### src/rtl/ivt_pkg.sv
package ivt_pkg;
  localparam int unsigned CNT_W  = 16;
  localparam int unsigned ADDR_W = 2;

  localparam logic [ADDR_W-1:0] ADDR_CTRL = 2'd0;
  localparam logic [ADDR_W-1:0] ADDR_CMP0 = 2'd1;
  localparam logic [ADDR_W-1:0] ADDR_CMP1 = 2'd2;

  // Control register layout, bit0 first: run, ext_sel, oe0, lvl0, oe1, lvl1
  typedef struct packed {
    logic lvl1;
    logic oe1;
    logic lvl0;
    logic oe0;
    logic ext_sel;
    logic run;
  } ctrl_t;

  localparam int unsigned CTRL_W = $bits(ctrl_t);
endpackage

### src/rtl/ivt_regs.sv
module ivt_regs
  import ivt_pkg::*;
#(
  parameter int unsigned W  = CNT_W,
  parameter int unsigned AW = ADDR_W
) (
  input  logic          clk,
  input  logic          rst_n,
  input  logic          wr_en_i,
  input  logic [AW-1:0] wr_addr_i,
  input  logic [W-1:0]  wr_data_i,
  output ctrl_t         ctrl_o,
  output logic [W-1:0]  cmp0_o,
  output logic [W-1:0]  cmp1_o
);
  logic [W-1:0] data_lo;
  assign data_lo = wr_data_i;

  always_ff @(posedge clk) begin
    if (!rst_n) begin
      ctrl_o <= '0;
      cmp0_o <= '1;
      cmp1_o <= '1;
    end else if (wr_en_i) begin
      case (wr_addr_i)
        AW'(ADDR_CTRL): ctrl_o <= ctrl_t'(data_lo[CTRL_W-1:0]);
        AW'(ADDR_CMP0): cmp0_o <= data_lo;
        AW'(ADDR_CMP1): cmp1_o <= data_lo;
        default: ;
      endcase
    end
  end

  logic unused_hi;
  assign unused_hi = ^data_lo[W-1:CTRL_W];
endmodule

### src/rtl/ivt_tick_sel.sv
module ivt_tick_sel #(
  parameter int unsigned SYNC_STAGES = 2
) (
  input  logic clk,
  input  logic rst_n,
  input  logic ext_sel_i,
  input  logic int_tick_i,
  input  logic evt_i,
  output logic tick_o
);
  localparam int unsigned LAST = SYNC_STAGES - 1;

  logic [SYNC_STAGES-1:0] sync_q;
  logic                   edge_q;
  logic                   ext_tick;

  generate
    if (SYNC_STAGES == 1) begin : g_one
      always_ff @(posedge clk) begin
        if (!rst_n) sync_q <= '0;
        else        sync_q <= evt_i;
      end
    end else begin : g_chain
      always_ff @(posedge clk) begin
        if (!rst_n) sync_q <= '0;
        else        sync_q <= {sync_q[SYNC_STAGES-2:0], evt_i};
      end
    end
  endgenerate

  always_ff @(posedge clk) begin
    if (!rst_n) edge_q <= 1'b0;
    else        edge_q <= sync_q[LAST];
  end

  assign ext_tick = sync_q[LAST] & ~edge_q;
  assign tick_o   = ext_sel_i ? ext_tick : int_tick_i;

  AST_EXT_SINGLE_STEP: assert property (@(posedge clk) disable iff (!rst_n)
    (ext_sel_i && tick_o) |=> (!ext_sel_i || !tick_o));
endmodule

### src/rtl/ivt_core.sv
module ivt_core #(
  parameter int unsigned W = 16
) (
  input  logic         clk,
  input  logic         rst_n,
  input  logic         run_i,
  input  logic         tick_i,
  input  logic         mask_i,
  input  logic [W-1:0] cmp0_i,
  input  logic [W-1:0] cmp1_i,
  output logic [W-1:0] cnt_o,
  output logic         hit0_o,
  output logic         irq0_o,
  output logic         irq1_o
);
  logic [W-1:0] cnt_q;
  logic [W-1:0] buf0_q;
  logic [W-1:0] buf1_q;
  logic         run_q;
  logic         active;
  logic         start;

  assign active = run_i & run_q;
  assign start  = run_i & ~run_q;
  assign hit0_o = active & tick_i & (cnt_q == buf0_q);
  assign cnt_o  = cnt_q;

  always_ff @(posedge clk) begin
    if (!rst_n) begin
      cnt_q  <= '0;
      buf0_q <= '1;
      buf1_q <= '1;
      run_q  <= 1'b0;
      irq0_o <= 1'b0;
      irq1_o <= 1'b0;
    end else begin
      run_q  <= run_i;
      irq0_o <= 1'b0;
      irq1_o <= 1'b0;
      if (!run_i) begin
        cnt_q <= '0;
      end else if (start) begin
        cnt_q  <= '0;
        buf0_q <= cmp0_i;
        buf1_q <= cmp1_i;
      end else if (tick_i) begin
        if (cnt_q == buf1_q) irq1_o <= ~mask_i;
        if (hit0_o) begin
          cnt_q  <= '0;
          buf0_q <= cmp0_i;
          buf1_q <= cmp1_i;
          irq0_o <= 1'b1;
        end else begin
          cnt_q <= cnt_q + 1'b1;
        end
      end
    end
  end

  AST_CNT_WITHIN_PERIOD: assert property (@(posedge clk) disable iff (!rst_n)
    run_q |-> (cnt_q <= buf0_q));
  AST_PERIOD_IRQ_AT_ZERO: assert property (@(posedge clk) disable iff (!rst_n)
    irq0_o |-> (cnt_q == '0));
  AST_STOPPED_AT_ZERO: assert property (@(posedge clk) disable iff (!rst_n)
    !run_q |-> (cnt_q == '0));
  AST_CC1_MASKED: assert property (@(posedge clk) disable iff (!rst_n)
    $past(mask_i) |-> !irq1_o);
  AST_BUF_AT_BOUNDARY: assert property (@(posedge clk) disable iff (!rst_n)
    (!$stable(buf0_q) || !$stable(buf1_q)) |-> (cnt_q == '0));
  AST_HOLD_WITHOUT_STEP: assert property (@(posedge clk) disable iff (!rst_n)
    ($past(run_i) && $past(run_q) && !$past(tick_i)) |-> $stable(cnt_q));
endmodule

### src/rtl/ivt_pin.sv
module ivt_pin (
  input  logic clk,
  input  logic rst_n,
  input  logic oe_i,
  input  logic lvl_i,
  input  logic match_i,
  output logic pin_o
);
  logic tog_q;

  always_ff @(posedge clk) begin
    if (!rst_n)       tog_q <= 1'b0;
    else if (!oe_i)   tog_q <= lvl_i;
    else if (match_i) tog_q <= ~tog_q;
  end

  assign pin_o = oe_i ? tog_q : lvl_i;

  AST_PIN_TOGGLES: assert property (@(posedge clk) disable iff (!rst_n)
    (oe_i && $past(oe_i) && $past(match_i)) |-> (pin_o != $past(pin_o)));
endmodule

### src/rtl/ivt_dual_cmp_top.sv
module ivt_dual_cmp_top
  import ivt_pkg::*;
#(
  parameter int unsigned W           = CNT_W,
  parameter int unsigned AW          = ADDR_W,
  parameter int unsigned SYNC_STAGES = 2,
  parameter int unsigned N_PINS      = 2
) (
  input  logic          clk,
  input  logic          rst_n,
  input  logic          wr_en_i,
  input  logic [AW-1:0] wr_addr_i,
  input  logic [W-1:0]  wr_data_i,
  input  logic          cnt_tick_i,
  input  logic          evt_i,
  input  logic          cc1_mask_i,
  output logic [W-1:0]  count_o,
  output logic          irq_cc0_o,
  output logic          irq_cc1_o,
  output logic          tout0_o,
  output logic          tout1_o
);
  ctrl_t              ctrl;
  logic [W-1:0]       cmp0;
  logic [W-1:0]       cmp1;
  logic               tick;
  logic               hit0;
  logic [N_PINS-1:0]  pin_oe;
  logic [N_PINS-1:0]  pin_lvl;
  logic [N_PINS-1:0]  pin_out;

  ivt_regs #(.W(W), .AW(AW)) u_regs (
    .clk       (clk),
    .rst_n     (rst_n),
    .wr_en_i   (wr_en_i),
    .wr_addr_i (wr_addr_i),
    .wr_data_i (wr_data_i),
    .ctrl_o    (ctrl),
    .cmp0_o    (cmp0),
    .cmp1_o    (cmp1)
  );

  ivt_tick_sel #(.SYNC_STAGES(SYNC_STAGES)) u_tick (
    .clk        (clk),
    .rst_n      (rst_n),
    .ext_sel_i  (ctrl.ext_sel),
    .int_tick_i (cnt_tick_i),
    .evt_i      (evt_i),
    .tick_o     (tick)
  );

  ivt_core #(.W(W)) u_core (
    .clk    (clk),
    .rst_n  (rst_n),
    .run_i  (ctrl.run),
    .tick_i (tick),
    .mask_i (cc1_mask_i),
    .cmp0_i (cmp0),
    .cmp1_i (cmp1),
    .cnt_o  (count_o),
    .hit0_o (hit0),
    .irq0_o (irq_cc0_o),
    .irq1_o (irq_cc1_o)
  );

  assign pin_oe  = {ctrl.oe1, ctrl.oe0};
  assign pin_lvl = {ctrl.lvl1, ctrl.lvl0};

  for (genvar g = 0; g < N_PINS; g++) begin : g_pin
    ivt_pin u_pin (
      .clk     (clk),
      .rst_n   (rst_n),
      .oe_i    (pin_oe[g]),
      .lvl_i   (pin_lvl[g]),
      .match_i (hit0),
      .pin_o   (pin_out[g])
    );
  end

  assign tout0_o = pin_out[0];
  assign tout1_o = pin_out[1];
endmodule

### config.mk
export PLATFORM = sky130hd
export DESIGN_NAME = ivt_dual_cmp_top
export DESIGN_NICKNAME = d
export VERILOG_FILES = /design/src/rtl/ivt_pkg.sv /design/src/rtl/ivt_regs.sv /design/src/rtl/ivt_tick_sel.sv /design/src/rtl/ivt_core.sv /design/src/rtl/ivt_pin.sv /design/src/rtl/ivt_dual_cmp_top.sv
export SDC_FILE = /design/constraint.sdc
export NUM_CORES = 1
export LEC_CHECK = 0
export CAP_MARGIN = 0
export CELL_PAD_IN_SITES_DETAIL_PLACEMENT = 1
export CELL_PAD_IN_SITES_GLOBAL_PLACEMENT = 2
export CORE_MARGIN = 2
export CORE_UTILIZATION = 39
export CTS_CLUSTER_SIZE = 25
export DETAILED_ROUTE_END_ITERATION = 8
export DONT_BUFFER_PORTS = 1
export GPL_ROUTABILITY_DRIVEN = 1
export PLACE_DENSITY_LB_ADDON = 0.1
export SLEW_MARGIN = 10
export SYNTH_ARGS = -nofsm -noshare
export SYNTH_HDL_FRONTEND = slang
export SYNTH_SLANG_ARGS = --single-unit
export TNS_END_PERCENT = 10
### constraint.sdc
create_clock -name clk -period 1.9 [get_ports clk]
set_input_delay 0.095 -clock clk [delete_from_list [all_inputs] [get_ports clk]]
set_output_delay 0.095 -clock clk [all_outputs]
set_load 0.01 [all_outputs]
==> results.cfg, run 1 <==
[yosys]
synth.top_cell.area_share = 0.455
yosys.area.top_type = dfxtp_1
ys_ff_latch = 94
netlist_area_mm2 = 0.00413
synth_warnings = 0
avgSynthCellArea_um2 = 9.15
ys_types = 37
synth_cells = 452
synth_fp_nets = 477
netlist_top_cells_area = dfxtp_1 46%, o211ai_1 17%, xnor2_1 6.4%
ys_seq_area_frac = 0.455

[floorplan]
ios = 44
rows = 37
core-area_mm2 = 0.0103
die_x_um = 107
die_h_um = 107
dieArea_mm2 = 0.0114
start_util = 0.400

[routing]
vias_per_cell = 5.37
wl_per_cell_um = 19.0
drtAntennaViolNets = 0
wl_um = 11800
vias = 3337
drtPass1Iterations = 4
drc = 0
drt-initial-drc-count = 195

[timing]
hold_viol = 0
slew_headroom = 0.712
timing.fmax_mhz = 540
worst_pin_slew_ps = 432
slew_viol_final = 0
fin_ws_ps = 46.9
finalSetupViolCount = 0
period_minus_slack_ps = 1850
finalSetupTns_ps = 0
rsz0062_at_grt = yes
fin_skew_ps = 10.4
finalCritPeriodShare = 0.975
whs_ps = 82.4

[cts]
cts.clk_slew.worst_paths_ps = 90
cts_sinks = 94
cts-root-buf = clkbuf_8
ctsLongestPathBuffers = 2
cts_buffers = 9
cts_tree = done
htree_levels = 3
worst_skew_pair.late_latency_ps = 370

[min_path]
min_path_type = input port to register
holdPathStages = 2

[cells_and_area]
areaGrowthSynthToFinish_pct = 18.5
final_common_cell = o211ai_1
n_fill_cell = 1194
fin_cells = 621
insertedDiodeCount = 0
final_nets = 507
drive_gt1_frac = 0.140
layout_common_cells = 92 x o211ai_1, 91 x dfxtp_1, 42 x nand2_1
post-route-util = 0.475

[setup_path]
path_class = register to register
crit_arrival_ps = 2140
r2r_cells = 7
max_stage_delay_ps = 350
critPathSlowestCell = dfxtp_2
cp-start-kind = register
cp.required_ps = 2190
path_max_fanout = 8
path_cells = xor2_2, nor4_4, nand3_2, buf_6, o21a_4, clkbuf_16, o211ai_1
crit_path_end_kind = register

[placement]
place_congestion = 0.777
dp_slack_ps = 4.07
dpl.hpwl_um = 7700
dp.cells = 579
io_buffers = 0

[grt]
antenna_found_initial = 0
grt_max_degree = 77
grt_use_total = 0.209
grt_pass1_vias = 3386
grt.overflow.total = 0
grt_pass1_wl_um = 18300

[power_and_ir_drop]
ir_worst_vdd_uv = 424
power.leakage_nw = 1.87
power_density_mw_per_mm2 = 723

[run]
max_cap_viol_count = 0

[outcome]
outcome = finished clean
flip-flops by register name, indices dropped and copies added, names as in the netlist:
signal             flops
u_regs.cmp0_o         16
u_regs.ctrl_o          6
u_core.buf0_q         16
u_core.irq0_o          1
u_core.irq1_o          1
u_core.cnt_o          16
u_regs.cmp1_o         16
u_tick.sync_q          2
g_pin.u_pin.tog_q      2
u_tick.edge_q          1
u_core.buf1_q         16
u_core.run_q           1
per-layer routing:
metal  track usage  up-vias  part of all wire
li1              -     1629                 -
met1         0.304     1614              0.48
met2         0.311       81              0.45
met3        0.0322       13             0.050
met4        0.0770        0             0.017
met5             0        -                 0
stage by stage:
stage                     total power, mW  cell area [um2]
after detailed placement             2.33             4350
after global placement               2.32             4350
after floorplan                      2.29             4130
final                                3.54             4900
after global routing                 3.71             4900
after CTS                            3.56             4730
what timing repair did:
action	CTS	global route
resized for setup	1	13
setup endpoints to repair	1	32
gates cloned	0	4
setup buffers	0	4
hold buffers	20	0
pin swaps	0	8
hold endpoints to repair	77	0
worst paths after layout:
path,start,end,slack (ps)
worst max register to register,u_core.cnt_o[7],u_core.buf0_q[12],50
worst max-delay path,u_core.cnt_o[7],u_core.buf0_q[12],50
worst min-delay path,rst_n,u_regs.cmp1_o[1],80
worst min register to register,u_tick.sync_q[0],u_tick.sync_q[1],450
where the power goes:
| group | total, mW | internal [mW] | switching (mW) |
|---|---|---|---|
| clock network | 1.17 | 0.495 | 0.676 |
| logic | 0.287 | 0.132 | 0.154 |
| registers | 2.08 | 2.04 | 0.0432 |
| total | 3.54 | 2.67 | 0.873 |
Yosys cell counts, drive strengths merged:
master,instances
o211ai,97
nand3,6
mux2i,3
clkbuf,26
nor2b,9
or4,1
and2,4
nor2,26
or2,1
nor4,5
xnor2,30
nor3b,1
xor2,16
nand4,7
buf,12
a211oi,2
o31ai,2
o2111ai,1
nand2,42
and3b,2
and4,1
nand2b,1
o21ai,6
o211a,1
a21oi,4
ha,1
o21a,1
dfxtp,94
and3,2
nor3,9
inv,39
final cells by class:
| cell class | instances | area [um2] | area share |
|---|---|---|---|
| multi-input combinational | 281 | 1930 | 0.394 |
| sequential | 94 | 1890 | 0.385 |
| timing repair buffer | 57 | 613 | 0.125 |
| tap | 136 | 170 | 0.0347 |
| inverter | 39 | 146 | 0.0299 |
| clock buffer | 12 | 145 | 0.0296 |
| clock inverter | 2 | 10.0 | 0.00204 |
critical path: cells and delay by family (launching register included):
kind	cells	cell delay, ps
xor gates and xnor gates	1	180
buffers and inverters	2	340
DFF	1	350
and+or+nand+nor	2	480
AOI/OAI and AO/OA	2	410
kinds of logic after synthesis:
| group | share of synthesized area |
|---|---|
| mux | 0.00726 |
| xor+xnor | 0.0975 |
| compound gates | 0.212 |
| buf+inv | 0.0863 |
| simple gates | 0.139 |
| flops | 0.455 |
| fa+ha+maj | 0.00303 |
No activity file was read; power rests on OpenSTA's default activity.
==> run 2, diff against run 1 <==
--- a/config.mk
+++ b/config.mk
@@ -9,7 +9,7 @@
 export CELL_PAD_IN_SITES_DETAIL_PLACEMENT = 1
 export CELL_PAD_IN_SITES_GLOBAL_PLACEMENT = 2
 export CORE_MARGIN = 2
-export CORE_UTILIZATION = 39
+export CORE_UTILIZATION = 35
 export CTS_CLUSTER_SIZE = 25
 export DETAILED_ROUTE_END_ITERATION = 8
 export DONT_BUFFER_PORTS = 1
==> results.cfg, run 2 (same netlist as run 1, synthesis figures left out) <==
[placement]
dpl.hpwl_um = 7920
io_buffers = 0
place_congestion = 0.741

[floorplan]
dieArea_mm2 = 0.0127
rows = 39
core-area_mm2 = 0.0115
start_util = 0.361
die_h_um = 113
die_x_um = 113
ios = 44

[cts]
cts_buffers = 9
ctsLongestPathBuffers = 2
htree_levels = 3
cts-root-buf = clkbuf_16
cts_sinks = 94
cts.clk_slew.worst_paths_ps = 70
worst_skew_pair.late_latency_ps = 350
cts_tree = done

[setup_path]
cp-startpoint = u_regs.ctrl_o[1]
path_class = register to register
crit_path_end_kind = register
r2r_start = u_regs.ctrl_o[1]
cp-start-kind = register
path_max_fanout = 32
cp.required_ps = 2110
crit_arrival_ps = 1940

[routing]
drtPass1Iterations = 4
vias = 3222
wl_um = 11300
drc = 0
drtAntennaViolNets = 0
drt-initial-drc-count = 177
vias_per_cell = 5.16
wl_per_cell_um = 18.1

[power_and_ir_drop]
power_frac_seq = 0.514
pwr-share-comb = 0.068
power_mw = 4.05
switching_power_uw = 959
switching_share = 0.237
clockPowerShare = 0.418
p_int_mw = 3.09
power.leakage_nw = 1.84
ir_worst_vdd_uv = 498
power_density_mw_per_mm2 = 831

[timing]
period_minus_slack_ps = 1730
finalSetupViolCount = 0
fin_skew_ps = 7.80
worst_pin_slew_ps = 394
slew_headroom = 0.735
rsz0062_at_grt = no
slew_viol_final = 0
finalSetupTns_ps = 0
timing.fmax_mhz = 579
finalCritPeriodShare = 0.910
hold_viol = 0

[cells_and_area]
layout_common_cells = 93 x dfxtp_1, 92 x o211ai_1, 42 x nand2_1
final_nets = 502
drive_gt1_frac = 0.127
areaGrowthSynthToFinish_pct = 17.9
insertedDiodeCount = 0
final_common_cell = dfxtp_1

[grt]
grt_pass1_wl_um = 18600
grt_use_total = 0.189
antenna_found_initial = 0
grt_max_degree = 77
grt_pass1_vias = 3388
grt.overflow.total = 0

[min_path]
min_path_type = input port to register
hp-start = wr_en_i

[run]
max_cap_viol_count = 0

[outcome]
outcome = finished clean
[run 2: cell count changes in the layout (fill, tap and decap cells not counted), moves of 2 or more]
cell / previous run / this run
inv_6: 0 / 2
clkbuf_16: 3 / 9
buf_4: 26 / 29
dfxtp_1: 91 / 93
buf_6: 4 / 1
buf_12: 4 / 2
clkbuf_8: 10 / 1
dfxtp_2: 3 / 1
[run 2: what timing repair did]
action,in CTS,in global routing
gates resized for setup,0,3
buffers inserted,0,0
endpoints found under the hold margin,77,0
endpoints found under the setup margin,0,33
hold buffers,20,0
[run 2: area by class of cell]
type / instances / area (um2)
fill: 1319 / 6590
multi-input combinational: 281 / 1900
sequential: 94 / 1880
timing repair buffer: 52 / 487
clock buffer: 11 / 243
tap: 143 / 179
inverter: 39 / 146
clock inverter: 4 / 31.3
[run 2: path summary, 6_finish.rpt]
kind	end	slack [ps]	depth (start not counted)
setup / recovery	u_core.buf0_q[12]	170	6
hold / removal	u_regs.cmp0_o[6]	100	2
setup reg to reg	u_core.buf0_q[12]	170	6
hold reg to reg	u_tick.sync_q[1]	440	1
[run 2: per-stage QoR]
| step | worst slack, ps | utilization | std cells | hold WS (ps) | area (um2) |
|---|---|---|---|---|---|
| floorplan | 122 | - | 452 | 222 | 4130 |
| global placement | 141 | 0.381 | 589 | 191 | 4370 |
| detailed placement | 94.5 | 0.381 | 589 | 196 | 4370 |
| CTS | 69.2 | 0.424 | 624 | 86.6 | 4860 |
| global route | 17.7 | 0.425 | 624 | 111 | 4870 |
| finish | 172 | 0.425 | 624 | 97.7 | 4870 |
[run 2: routing by layer]
layer  vias up  wire length (um)  GRT usage
met4         0               122     0.0520
met3         9               378     0.0513
li1       1619                 -          -
met5         -                 0          0
met2        43              5010      0.286
met1      1551              5770      0.265
[run 2: power groups by stage]
stage	sequential, mW	clock [mW]	combinational, mW
detailed placement	2.13	0	0.207
global route	2.09	1.84	0.309
global placement	2.12	0	0.201
floorplan	2.11	0	0.180
finish	2.08	1.69	0.275
CTS	2.08	1.76	0.278
[run 2: critical path, cell delays in order, from the launching register on]
cell and delay [ps]:
dfxtp_1 360, and3b_1 300, o211a_1 210, nand3_1 110, buf_4 280, o211ai_1 220, o211ai_1 110
==> run 3, diff against run 2 <==
--- a/config.mk
+++ b/config.mk
@@ -18,5 +18,6 @@
 export SLEW_MARGIN = 10
 export SYNTH_ARGS = -nofsm -noshare
 export SYNTH_HDL_FRONTEND = slang
+export SYNTH_HIERARCHICAL = 1
 export SYNTH_SLANG_ARGS = --single-unit
 export TNS_END_PERCENT = 10
==> results.cfg, run 3 <==
[yosys]
synth_cells = 446
yosys.area.top_type = dfxtp_1
synth.top_cell.area_share = 0.438
ys_ff_latch = 94
ys_seq_area_frac = 0.438
synth_commonest_cells = 94 x dfxtp_1, 52 x nand2_1, 48 x nor2b_1
synth_most_common_cell = dfxtp_1
synth_fp_nets = 471
async_flop_share = 0
ys_types = 40
netlist_top_cells_area = dfxtp_1 44%, mux2i_1 8.9%, nor2b_1 7.0%
synth_flop_cell = dfxtp_1
avgSynthCellArea_um2 = 9.63
netlist_area_mm2 = 0.00429
synth_warnings = 6
synth_edf_count = 0

[timing]
finalCritPeriodShare = 0.931
slew_headroom = 0.480
finalSetupTns_ps = 0
whs_ps = 24.7
worst_pin_slew_ps = 778
hold_viol = 0
finalSetupViolCount = 0
rsz0062_at_grt = yes
period_minus_slack_ps = 1770
timing.fmax_mhz = 565
slew_viol_final = 0
fin_skew_ps = 4.60

[setup_path]
crit_path_end_kind = register
critPathSlowestCell = nor4_2
r2r_cells = 7
cp.required_ps = 2130
max_stage_delay_ps = 330
r2r_start = u_core/buf0_q[13]
reg2reg_to = g_pin[0].u_pin/tog_q
crit_buf_inv = 0
cpLargestDelayFamily = simple AND/OR/NAND/NOR gates
r2r_slack_ps = 130
crit_arrival_ps = 2000
cp-start-kind = register
path_max_fanout = 3
path_cells = xor2_1, nor4_2, nand2_1, nor3_4, and2_2, xnor2_1, a21oi_1
path_class = register to register

[routing]
vias_per_cell = 4.94
drt-initial-drc-count = 185
wl_per_cell_um = 17.3
vias = 3217
wl_um = 11300
drtAntennaViolNets = 0
drtPass1Iterations = 4
drc = 0

[power_and_ir_drop]
p_int_mw = 3.19
ir_worst_vdd_uv = 553
power.leakage_nw = 2.39
clockPowerShare = 0.424
power_density_mw_per_mm2 = 781
switching_power_uw = 926
switching_share = 0.225
pwr-share-comb = 0.072
power_frac_seq = 0.504

[placement]
io_buffers = 0
dpl.hpwl_um = 7550
place_congestion = 0.796

[cells_and_area]
n_fill_cell = 1396
insertedDiodeCount = 0
final_common_cell = dfxtp_1
drive_gt1_frac = 0.113
final_nets = 527
layout_common_cells = 94 x dfxtp_1, 52 x nand2_1, 49 x dlygate4sd3_1
areaGrowthSynthToFinish_pct = 22.8

[cts]
cts.clk_slew.worst_paths_ps = 60
worst_skew_pair.late_latency_ps = 340
cts_setup_buffers = 0
cts-root-buf = clkbuf_16
htree_levels = 3
cts_buffers = 9
ctsLongestPathBuffers = 2
cts_sinks = 94
cts_tree = done

[floorplan]
die_x_um = 115
rows = 40
start_util = 0.357
die_h_um = 115
ios = 44
core-area_mm2 = 0.0120
dieArea_mm2 = 0.0132

[run]
max_cap_viol_count = 0

[min_path]
min_path_type = input port to register
hold_end = u_regs/cmp1_o[1]
hp-start = rst_n
holdPathStages = 2

[outcome]
outcome = finished clean

[grt]
grt_max_degree = 51
grt_pass1_wl_um = 18600
grt_pass1_vias = 3435
grt.overflow.total = 0
antenna_found_initial = 0
grt_use_total = 0.187
-- run 3: power by group through the flow --
stage / clock network (mW) / registers [mW] / logic (mW)
finish: 1.75 / 2.07 / 0.298
detailed placement: 0 / 2.12 / 0.210
CTS: 1.81 / 2.07 / 0.298
global placement: 0 / 2.12 / 0.208
global route: 1.90 / 2.08 / 0.331
floorplan: 0 / 2.10 / 0.197
-- run 3: layout make-up --
type / instances / area (um2) / area share
Clock buffer: 9 / 225 / 0.0427
Clock inverter: 4 / 51.3 / 0.00972
Inverter: 33 / 124 / 0.0235
Multi-Input combinational cell: 289 / 2090 / 0.397
Sequential cell: 94 / 1880 / 0.357
Tap cell: 147 / 184 / 0.0349
Timing Repair Buffer: 75 / 714 / 0.135
-- run 3: stage by stage --
stage	total power, mW	utilization	setup slack, ps	area, um2	cells
after global routing	4.31	0.439	-16.3	5280	651
after global placement	2.32	0.372	67.0	4460	588
after detailed placement	2.33	0.372	16.0	4460	588
final	4.12	0.439	131	5280	651
after floorplan	2.30	-	23.7	4300	446
after CTS	4.18	0.437	0.357	5250	651
-- run 3: logic make-up (layout without fill, tap and decap cells) --
logic type / count (synthesis) / in the layout / share of synthesized area
DFF: 94 / 94 / 0.438
xor gates and xnor gates: 49 / 49 / 0.0999
muxes: 40 / 40 / 0.0938
adders and majority gates: 1 / 1 / 0.00291
AOI/OAI and AO/OA: 40 / 40 / 0.0830
buffers and inverters: 63 / 121 / 0.0787
and+or+nand+nor: 159 / 159 / 0.203
-- run 3: how the worst max path moves through the flow --
stage / start / to / slack, ps / cells past startpoint
3_3_place_gp: u_core/cnt_o[12] / u_core/buf1_q[15] / 70 / 6
6_report: u_core/buf0_q[13] / g_pin[0].u_pin/tog_q / 130 / 7
5_1_grt: u_core/buf0_q[13] / g_pin[1].u_pin/tog_q / -20 / 7
2_1_floorplan: u_core/cnt_o[12] / g_pin[0].u_pin/tog_q / 20 / 8
4_1_cts: u_core/cnt_o[12] / u_core/buf0_q[2] / 0.4 / 6
3_5_place_dp: u_core/buf0_q[10] / u_core/buf0_q[2] / 20 / 6
-- run 3: timing repair --
action / in CTS / in global routing
hold buffers: 50 / 0
setup endpoints to repair: 0 / 34
resized for setup: 0 / 5
endpoints found under the hold margin: 77 / 0
-- run 3: metal layers --
layer,track usage,vias up,share of wire
li1,-,1605,-
met1,0.255,1545,0.49
met2,0.286,56,0.45
met3,0.0601,11,0.048
met4,0.0490,0,0.011
met5,0,-,0
-- run 3: worst register-to-register path: stages (launching register included) --
cell and delay, ps:
dfxtp_1 320, xor2_1 170, nor4_2 340, nand2_1 160
nor3_4 240, and2_2 230, xnor2_1 120, a21oi_1 80
